<file path="src/rtl/block_xfer_seq.sv">
module block_xfer_seq #(
  parameter int AW  = 64,
  parameter int RIW = 6
) (
  input  logic           clk,
  input  logic           rst,
  input  logic           in_valid,
  output logic           in_ready,
  input  logic           in_twin,
  input  logic           in_store,
  input  logic           in_use_imm,
  input  logic [AW-1:0]  in_base,
  input  logic [AW-1:0]  in_rs2,
  input  logic [12:0]    in_imm,
  input  logic [RIW-1:0] in_rd,
  input  logic           in_priv_ok,
  output logic           out_valid,
  input  logic           out_ready,
  output logic [AW-1:0]  out_addr,
  output logic [RIW-1:0] out_reg,
  output logic [2:0]     out_step,
  output logic           out_store,
  output logic           out_last,
  output logic           out_delay_commit,
  output logic [1:0]     out_fault_code
);
  localparam logic [1:0] FLT_NONE  = 2'b00;
  localparam logic [1:0] FLT_PRIV  = 2'b01;
  localparam logic [1:0] FLT_ALIGN = 2'b10;
  localparam logic [2:0] BLK_LAST  = 3'd7;
  localparam logic [2:0] TWN_LAST  = 3'd1;

  logic           busy_q;
  logic [2:0]     step_q;
  logic           twin_q, store_q;
  logic [AW-1:0]  ea_q;
  logic [RIW-1:0] rd_q;
  logic [1:0]     flt_q;

  logic [AW-1:0]  opnd, ea_in;
  logic           misalign;
  logic [1:0]     flt_in;
  logic           accept, advance, final_step;

  assign opnd     = in_use_imm ? {{(AW-13){in_imm[12]}}, in_imm} : in_rs2;
  assign ea_in    = in_base + opnd;
  assign misalign = in_twin ? (ea_in[3:0] != 4'd0) : (ea_in[5:0] != 6'd0);

  always_comb begin
    flt_in = FLT_NONE;
    if (!in_priv_ok) flt_in = FLT_PRIV;
    if (misalign)    flt_in = FLT_ALIGN;
  end

  assign in_ready   = !busy_q;
  assign accept     = in_valid && !busy_q;
  assign final_step = (flt_q != FLT_NONE) ||
                      (step_q == (twin_q ? TWN_LAST : BLK_LAST));
  assign advance    = busy_q && out_ready;

  always_ff @(posedge clk) begin
    if (rst) begin
      busy_q  <= 1'b0;
      step_q  <= 3'd0;
      twin_q  <= 1'b0;
      store_q <= 1'b0;
      ea_q    <= '0;
      rd_q    <= '0;
      flt_q   <= FLT_NONE;
    end else if (accept) begin
      busy_q  <= 1'b1;
      step_q  <= 3'd0;
      twin_q  <= in_twin;
      store_q <= in_store;
      ea_q    <= ea_in;
      rd_q    <= in_rd;
      flt_q   <= flt_in;
    end else if (advance) begin
      if (final_step) begin
        busy_q <= 1'b0;
        flt_q  <= FLT_NONE;
      end else begin
        step_q <= step_q + 3'd1;
      end
    end
  end

  assign out_valid        = busy_q;
  assign out_addr         = ea_q + AW'({step_q, 3'b000});
  assign out_reg          = rd_q + RIW'(step_q);
  assign out_step         = step_q;
  assign out_store        = store_q;
  assign out_last         = busy_q && final_step;
  assign out_delay_commit = busy_q && !final_step;
  assign out_fault_code   = (busy_q && step_q == 3'd0) ? flt_q : FLT_NONE;
endmodule

</file>
<file path="config.mk">
export PLATFORM = sky130hd
export DESIGN_NAME = block_xfer_seq
export DESIGN_NICKNAME = d
export VERILOG_FILES = /design/src/rtl/block_xfer_seq.sv
export SDC_FILE = /design/constraint.sdc
export NUM_CORES = 1
export LEC_CHECK = 0
export BUFFER_PORTS_ARGS = -buffer_cell sky130_fd_sc_hd__buf_2
export CAP_MARGIN = 15
export CORE_MARGIN = 4
export CORE_UTILIZATION = 45
export DETAILED_ROUTE_END_ITERATION = 16
export PLACE_DENSITY = 0.7
export SLEW_MARGIN = 15
export SYNTH_ARGS = -nofsm -noshare
export SYNTH_HDL_FRONTEND = slang
export SYNTH_SLANG_ARGS = --single-unit
export TNS_END_PERCENT = 1
</file>
<file path="constraint.sdc">
create_clock -name clk -period 5.74 [get_ports clk]
set_input_delay 1.435 -clock clk [delete_from_list [all_inputs] [get_ports clk]]
set_output_delay 1.435 -clock clk [all_outputs]
set_load 0.005 [all_outputs]
</file>
==> impl_metrics.py, run 1 <==
metrics = {
    "status": {
        "status": "completed",
    },
    "sta": {
        "fin_skew_ns": 0.00811,
        "fin_crit_sh_pct": 86.9,
        "slew-limit-headroom_pct": 30.8,
        "finalMaxSlewViolations": 0,
        "shortest_clock_period_the_worst_path_allows_after_layout_ns": 4.99,
        "final.setup.tns_ns": 0,
        "setup_slack_ns": 0.752,
        "setup_violations": 0,
        "worstMarginPinSlew_ns": 1.04,
        "fmax_mhz": 200,
        "report.final.hold_viol_count": 0,
        "rsz_0062_raised_after_global_routing": "false",
    },
    "detailed_routing": {
        "ant_nets": 0,
        "detail_route.iter0.violations": 805,
        "routed_wl_um": 28200,
        "drt_pass1_iterations": 5,
        "post-route-drc-count": 0,
        "vias": 9766,
        "detail_route.vias_per_cell": 5.69,
        "avgRoutedWirePerCell_um": 16.4,
    },
    "cells_and_area": {
        "layoutNonFillerInstCount": 1716,
        "drive_above_1_share_pct": 20.2,
        "ant_diodes": 0,
        "synthesis_to_finish_area_growth_pct": 18.3,
        "final_util_pct": 54.9,
        "nets": 1680,
    },
    "floorplan": {
        "io_pins": 235,
        "core_area_um2": 19000,
        "die_area_um2": 21900,
        "die_h_um": 148,
        "starting_density_pct": 46.4,
        "rows": 50,
        "die-width_um": 148,
    },
    "clock_network": {
        "cts-resized-gates": 0,
        "tritoncts": "yes",
        "cts-buffers-inserted": 9,
        "clockBufferDepth": 2,
        "numClockSinks": 78,
        "root_buffer": "sky130_fd_sc_hd__clkbuf_16",
        "cts-hold-fix-buffers": 0,
        "cts-htree-levels": 3,
        "path_clk_slew_ns": 0.07,
        "cts_post_setup_buffers_inserted": 0,
        "worstSkewPairLatency_ns": 0.34,
    },
    "setup_path": {
        "timing.rr.start": "out_valid",
        "rr_endpoint": "flt_q[0]",
        "cp_max_fo": 64,
        "crit_type": "input pin to flip-flop",
        "critPathRequiredTime_ns": 6.01,
        "data_arrival_time_at_the_worst_slack_endpoint_ns": 5.25,
        "worst-r2r-setup-slack_ns": 3.33,
        "setup.worst_path.start_class": "input pin",
        "critical_path.endpoint_type": "flip-flop",
        "r2r.worst_path.cells": 6,
    },
    "global_routing": {
        "grt_pass1_vias": 8873,
        "grt_start_max_net_pins": 65,
        "groute.usage.overall_pct": 24.7,
        "grt_remaining_overflow": 0,
        "grt_pass1_wl_um": 44700,
        "number_of_antenna_violations_at_the_first_check_in_global_routing": 1,
    },
    "placement": {
        "io_buffer_count": 234,
        "finalWeightedCongestion": 0.964,
        "post-dp-hpwl_um": 22300,
        "dpl.cell_count": 1700,
        "preCtsSetupSlack_ns": 0.512,
    },
    "synth": {
        "yosys_register_bits": 78,
        "syn-mean-instance-area_um2": 6.96,
        "post_synth_main_area_contributors": "sky130_fd_sc_hd__dfxtp_1, sky130_fd_sc_hd__ha_1, sky130_fd_sc_hd__a21oi_1",
        "synth_ff_type": "sky130_fd_sc_hd__dfxtp_1",
        "synthDominantCellAreaShare_pct": 17.7,
        "post_synth_num_cell_types": 72,
        "synth_seq_area_share_pct": 17.7,
        "synth.largest_area_cell": "sky130_fd_sc_hd__dfxtp_1",
        "total_nets_after_synthesis": 1494,
        "synth_enable_flop_cells": 0,
        "netlist_area_um2": 8800,
        "yosys_warnings": 0,
        "postSynthCellCount": 1265,
        "asyncSetResetFlopFracSynth_pct": 0,
    },
    "pwr": {
        "power.clock.fraction_pct": 28.6,
        "power.switching_uw": 831,
        "p_total_uw": 2180,
        "power_frac_comb_pct": 41.3,
        "p_per_area_nw_per_um2": 209,
        "power.switching_fraction_pct": 38.1,
        "total_leakage_power_uw": 0.00482,
        "ir_worst_vdd_mv": 0.102,
        "internal_dissipation_uw": 1350,
        "seqPwrFrac_pct": 30.1,
    },
    "min_path": {
        "holdCritStartpoint": "out_store",
        "min-delay-path-class": "flip-flop to flip-flop",
        "holdPathStages": 2,
        "min_to": "out_store",
    },
    "run": {
        "drv_cap": 0,
    },
}
placed cells by master (no fill, tap or decap), types with 5 or more instances in the layout:
master and n:
sky130_fd_sc_hd__nand2_1 172, sky130_fd_sc_hd__nand3b_1 13, sky130_fd_sc_hd__or3_1 14, sky130_fd_sc_hd__nand2b_1 6, sky130_fd_sc_hd__mux2_2 12, sky130_fd_sc_hd__inv_1 87
sky130_fd_sc_hd__a31oi_1 12, sky130_fd_sc_hd__buf_2 234, sky130_fd_sc_hd__o2111ai_1 7, sky130_fd_sc_hd__clkbuf_16 9, sky130_fd_sc_hd__a21oi_1 136, sky130_fd_sc_hd__o211ai_1 22
sky130_fd_sc_hd__a21o_1 34, sky130_fd_sc_hd__nand3_1 43, sky130_fd_sc_hd__a2111oi_0 5, sky130_fd_sc_hd__a211oi_1 7, sky130_fd_sc_hd__and2_1 10, sky130_fd_sc_hd__o21bai_1 18
sky130_fd_sc_hd__ha_1 71, sky130_fd_sc_hd__dfxtp_1 78, sky130_fd_sc_hd__nor3_1 28, sky130_fd_sc_hd__nand4_1 29, sky130_fd_sc_hd__xnor2_1 69, sky130_fd_sc_hd__buf_4 7
sky130_fd_sc_hd__and3_1 27, sky130_fd_sc_hd__xor2_1 27, sky130_fd_sc_hd__or4_1 5, sky130_fd_sc_hd__o21a_1 14, sky130_fd_sc_hd__nor2b_1 6, sky130_fd_sc_hd__nor2_1 77
sky130_fd_sc_hd__o21ai_0 100
how the worst max path moves through the flow:
stage,from,cells past startpoint,end,slack (ns)
floorplan,in_use_imm,13,ea_q[34],1.02
global placement,in_use_imm,13,ea_q[55],0.55
detailed placement,in_use_imm,13,ea_q[51],0.51
CTS,out_step[0],13,out_addr[63],0.77
global route,out_step[0],13,out_addr[63],0.46
finish,in_use_imm,13,ea_q[51],0.75
sequential cells by signal, summed over array words and instances, names as in the netlist:
name       cells
out_step       3
out_store      1
flt_q          2
out_valid      1
twin_q         1
ea_q          64
rd_q           6
per-layer routing:
layer  wire length (um)  vias up  track usage (%)
li1                   -     4863                -
met1              13100     4490             35.2
met2              12400      375             39.2
met3               2220       36             3.92
met4                461        2             5.82
met5                 13        -                0
cell type report:
cell class	count	area, um^2
fillers	1940	8540
multi-input cells	1032	6620
repair buffers	243	1260
clock inverters	5	82.6
flip-flops and latches	78	1560
inverters	87	327
clock buffers	11	233
well taps	260	325
synth_stat cells (9+ instances only):
cell type / n
sky130_fd_sc_hd__and2_1: 10
sky130_fd_sc_hd__o21ai_0: 100
sky130_fd_sc_hd__ha_1: 71
sky130_fd_sc_hd__clkbuf_1: 43
sky130_fd_sc_hd__o21a_1: 14
sky130_fd_sc_hd__inv_1: 87
sky130_fd_sc_hd__or3_1: 14
sky130_fd_sc_hd__nand4_1: 29
sky130_fd_sc_hd__mux2_2: 12
sky130_fd_sc_hd__nand2_1: 173
sky130_fd_sc_hd__and3_1: 27
sky130_fd_sc_hd__nand3_1: 43
sky130_fd_sc_hd__dfxtp_1: 78
sky130_fd_sc_hd__o211ai_1: 22
sky130_fd_sc_hd__a21o_1: 34
sky130_fd_sc_hd__nand3b_1: 13
sky130_fd_sc_hd__buf_4: 9
sky130_fd_sc_hd__xor2_1: 27
sky130_fd_sc_hd__a31oi_1: 12
sky130_fd_sc_hd__buf_1: 9
sky130_fd_sc_hd__a21oi_1: 136
sky130_fd_sc_hd__nor2_1: 77
sky130_fd_sc_hd__xnor2_1: 69
sky130_fd_sc_hd__o21bai_1: 18
sky130_fd_sc_hd__nor3_1: 28
worst max-delay path, stage by stage:
cell	delay [ns]
sky130_fd_sc_hd__buf_2	0.11
sky130_fd_sc_hd__buf_12	0.26
sky130_fd_sc_hd__mux2_2	0.37
sky130_fd_sc_hd__ha_1	0.34
sky130_fd_sc_hd__o21ai_0	0.11
sky130_fd_sc_hd__o21ai_1	0.23
sky130_fd_sc_hd__nand3b_1	0.14
sky130_fd_sc_hd__a31oi_1	0.39
sky130_fd_sc_hd__o21ai_1	0.20
sky130_fd_sc_hd__a2111oi_2	0.73
sky130_fd_sc_hd__nor2_1	0.19
sky130_fd_sc_hd__or4_1	0.54
sky130_fd_sc_hd__a31oi_1	0.18
cells by family (layout without fill, tap and decap cells):
family	Yosys count	in the layout	synth area share, %
simple gates	457	457	25.5
compound gates	391	391	27.5
flops	78	78	17.7
fa+ha+maj	74	74	10.8
xor+xnor	96	96	9.55
mux	14	14	1.76
buf+inv	155	346	7.12
stage by stage:
step / hold slack, ns / area [um^2]
floorplan: 0.432 / 8800
finish: 0.450 / 10400
global placement: 0.439 / 10100
CTS: 0.452 / 10400
detailed placement: 0.443 / 10100
global route: 0.484 / 10400
power by group through the flow:
stage          logic (uW)  clock network (uW)  registers, uW
2_1_floorplan         620                   0            648
3_3_place_gp          884                   0            665
3_5_place_dp          888                   0            667
4_1_cts               895                 630            655
5_1_grt              1000                 654            665
6_report              901                 623            657
(Power assumes the default switching activity.)
==> inputs of run 2 (changes only) <==
CORE_ASPECT_RATIO = 0.6   (was unset)
PLACE_DENSITY = 0.76   (was 0.7)
SKIP_LAST_GASP = 1   (was unset)
==> run 2 against run 1 <==
  * Power shrank 0.95%
  * Clock power fell by 10%
  * Highest routed layer is now met4
  * Sequential cell count stayed put
  * Critical path type is now flip-flop to primary output
  * Worst hold slack improved by 0.0039 ns
  * Setup slack worse by 0.061 ns
  * Global-route usage rose by 2.4 points
  * First-iteration DRC count is 35% higher
  * Cell count up 0.58%
  * Core utilization decreased by 0.50 points
  * Via count grew 3.5%
  * Non-clock buffer count up 4
  * Largest power group unchanged
==> impl_metrics.py, run 2 (synthesis gave the netlist of run 1 again) <==
metrics = {
    "status": {
        "status": "completed",
    },
    "detailed_routing": {
        "avgRoutedWirePerCell_um": 18.1,
        "post-route-drc-count": 0,
        "detail_route.iter0.violations": 1090,
        "ant_nets": 0,
        "routed_wl_um": 31300,
        "detail_route.vias_per_cell": 5.86,
        "vias": 10100,
        "drt_pass1_iterations": 5,
    },
    "floorplan": {
        "io_pins": 235,
        "die_h_um": 116,
        "die_area_um2": 21900,
        "die-width_um": 189,
        "starting_density_pct": 46.0,
        "rows": 39,
        "core_area_um2": 19100,
    },
    "min_path": {
        "holdCritStartpoint": "out_store",
        "holdPathStages": 2,
        "min-delay-path-class": "flip-flop to flip-flop",
        "min_to": "out_store",
    },
    "setup_path": {
        "rr_endpoint": "ea_q[36]",
        "crit_type": "flip-flop to primary output",
        "setup.worst_path.start_class": "flip-flop",
        "critical_path.endpoint_type": "primary output",
        "timing.rr.start": "out_valid",
        "data_arrival_time_at_the_worst_slack_endpoint_ns": 3.61,
        "cp_max_fo": 9,
        "worst-r2r-setup-slack_ns": 3.39,
        "r2r.worst_path.cells": 6,
        "critPathRequiredTime_ns": 4.30,
    },
    "clock_network": {
        "path_clk_slew_ns": 0.07,
        "cts_post_setup_buffers_inserted": 0,
        "numClockSinks": 78,
        "root_buffer": "sky130_fd_sc_hd__clkbuf_16",
        "cts-resized-gates": 0,
        "tritoncts": "yes",
        "cts-buffers-inserted": 9,
        "worstSkewPairLatency_ns": 0.35,
        "clockBufferDepth": 2,
        "cts-hold-fix-buffers": 0,
        "cts-htree-levels": 3,
    },
    "pwr": {
        "total_leakage_power_uw": 0.00480,
        "ir_worst_vdd_mv": 0.115,
        "p_per_area_nw_per_um2": 208,
    },
    "cells_and_area": {
        "final_common_cell": "sky130_fd_sc_hd__buf_2",
        "num-fill-cells": 1923,
        "largest_register_ff_count": 64,
        "nets": 1684,
        "final_util_pct": 54.4,
        "commonest_cells_after_routing_fill_and_taps_aside": "sky130_fd_sc_hd__buf_2, sky130_fd_sc_hd__nand2_1, sky130_fd_sc_hd__a21oi_1, sky130_fd_sc_hd__o21ai_0, sky130_fd_sc_hd__inv_1",
        "ant_diodes": 0,
        "top_register": "ea_q",
        "multi_input_comb_area_um2": 6620,
        "area.sequential_um2": 1560,
        "synthesis_to_finish_area_growth_pct": 18.3,
        "layoutNonFillerInstCount": 1726,
        "drive_above_1_share_pct": 20.5,
    },
    "global_routing": {
        "number_of_antenna_violations_at_the_first_check_in_global_routing": 0,
        "groute.usage.overall_pct": 27.1,
        "grt_pass1_wl_um": 48300,
        "grt_start_max_net_pins": 52,
        "grt_remaining_overflow": 0,
        "grt_pass1_vias": 9005,
    },
    "placement": {
        "dpl.cell_count": 1709,
        "finalWeightedCongestion": 1.07,
        "io_buffer_count": 234,
        "preCtsSetupSlack_ns": 0.500,
        "post-dp-hpwl_um": 25000,
    },
    "sta": {
        "hold-worst-slack_ns": 0.454,
        "rsz_0062_raised_after_global_routing": "false",
        "setup_violations": 0,
        "fmax_mhz": 198,
        "worstMarginPinSlew_ns": 0.904,
        "shortest_clock_period_the_worst_path_allows_after_layout_ns": 5.05,
        "report.final.hold_viol_count": 0,
        "final.setup.tns_ns": 0,
        "setup_slack_ns": 0.691,
        "slew-limit-headroom_pct": 39.7,
        "fin_crit_sh_pct": 88.0,
        "fin_skew_ns": 0.0124,
        "finalMaxSlewViolations": 0,
    },
    "run": {
        "drv_cap": 0,
    },
}
run 2: changes by cell type in the layout (fill, tap and decap cells not counted), moves of 2 or more:
cell / change
sky130_fd_sc_hd__inv_6: +2
sky130_fd_sc_hd__buf_4: +5
sky130_fd_sc_hd__bufinv_16: -2
sky130_fd_sc_hd__buf_12: -2
sky130_fd_sc_hd__clkinvlp_4: +4
sky130_fd_sc_hd__clkbuf_1: -2
run 2: through the flow:
| stage | instance area [um^2] | power (uW) |
|---|---|---|
| detailed placement | 10100 | 1580 |
| floorplan | 8800 | 1270 |
| finish | 10400 | 2160 |
| global placement | 10100 | 1570 |
| CTS | 10400 | 2140 |
| global route | 10400 | 2290 |
run 2: cell type report:
class                   instances  share of cell area (%)
multi-input cells            1032                    63.6
flip-flops and latches         78                    15.0
repair buffers                247                    12.4
well taps                     266                    3.20
inverters                      87                    3.14
clock buffers                   9                    2.16
clock inverters                 7                   0.541
run 2: critical path: stages, from the launching register on:
cell                       delay (ns)
sky130_fd_sc_hd__dfxtp_1         0.50
sky130_fd_sc_hd__inv_1           0.20
sky130_fd_sc_hd__fa_1            0.48
sky130_fd_sc_hd__inv_1           0.08
sky130_fd_sc_hd__a21o_1          0.16
sky130_fd_sc_hd__nand2b_1        0.15
sky130_fd_sc_hd__nor2_1          0.14
sky130_fd_sc_hd__buf_4           0.18
sky130_fd_sc_hd__nand3_1         0.27
sky130_fd_sc_hd__nor3_2          0.55
sky130_fd_sc_hd__nand3_1         0.17
sky130_fd_sc_hd__xnor2_1         0.23
sky130_fd_sc_hd__buf_2           0.15
run 2: where the power goes:
part / total, uW / switching [uW] / leakage [uW] / internal (uW)
clock: 560 / 262 / 0.000125 / 298
sequential: 663 / 67.8 / 0.000641 / 595
combinational: 938 / 564 / 0.00404 / 374
run 2: per-layer routing:
layer	part of all wire (%)	GRT usage (%)
met3	14	8.75
met5	0	0
met4	0.92	4.03
met1	47	41.4
met2	38	37.5
run 2: how the worst max path moves through the flow:
stage,start,end,slack [ns],depth (start not counted)
5_1_grt,in_use_imm,ea_q[62],0.36,14
2_1_floorplan,in_use_imm,ea_q[34],1.02,13
3_3_place_gp,in_use_imm,ea_q[62],0.61,13
3_5_place_dp,in_use_imm,ea_q[61],0.50,14
6_report,out_step[1],out_addr[57],0.69,12
4_1_cts,out_step[1],out_addr[57],0.67,12
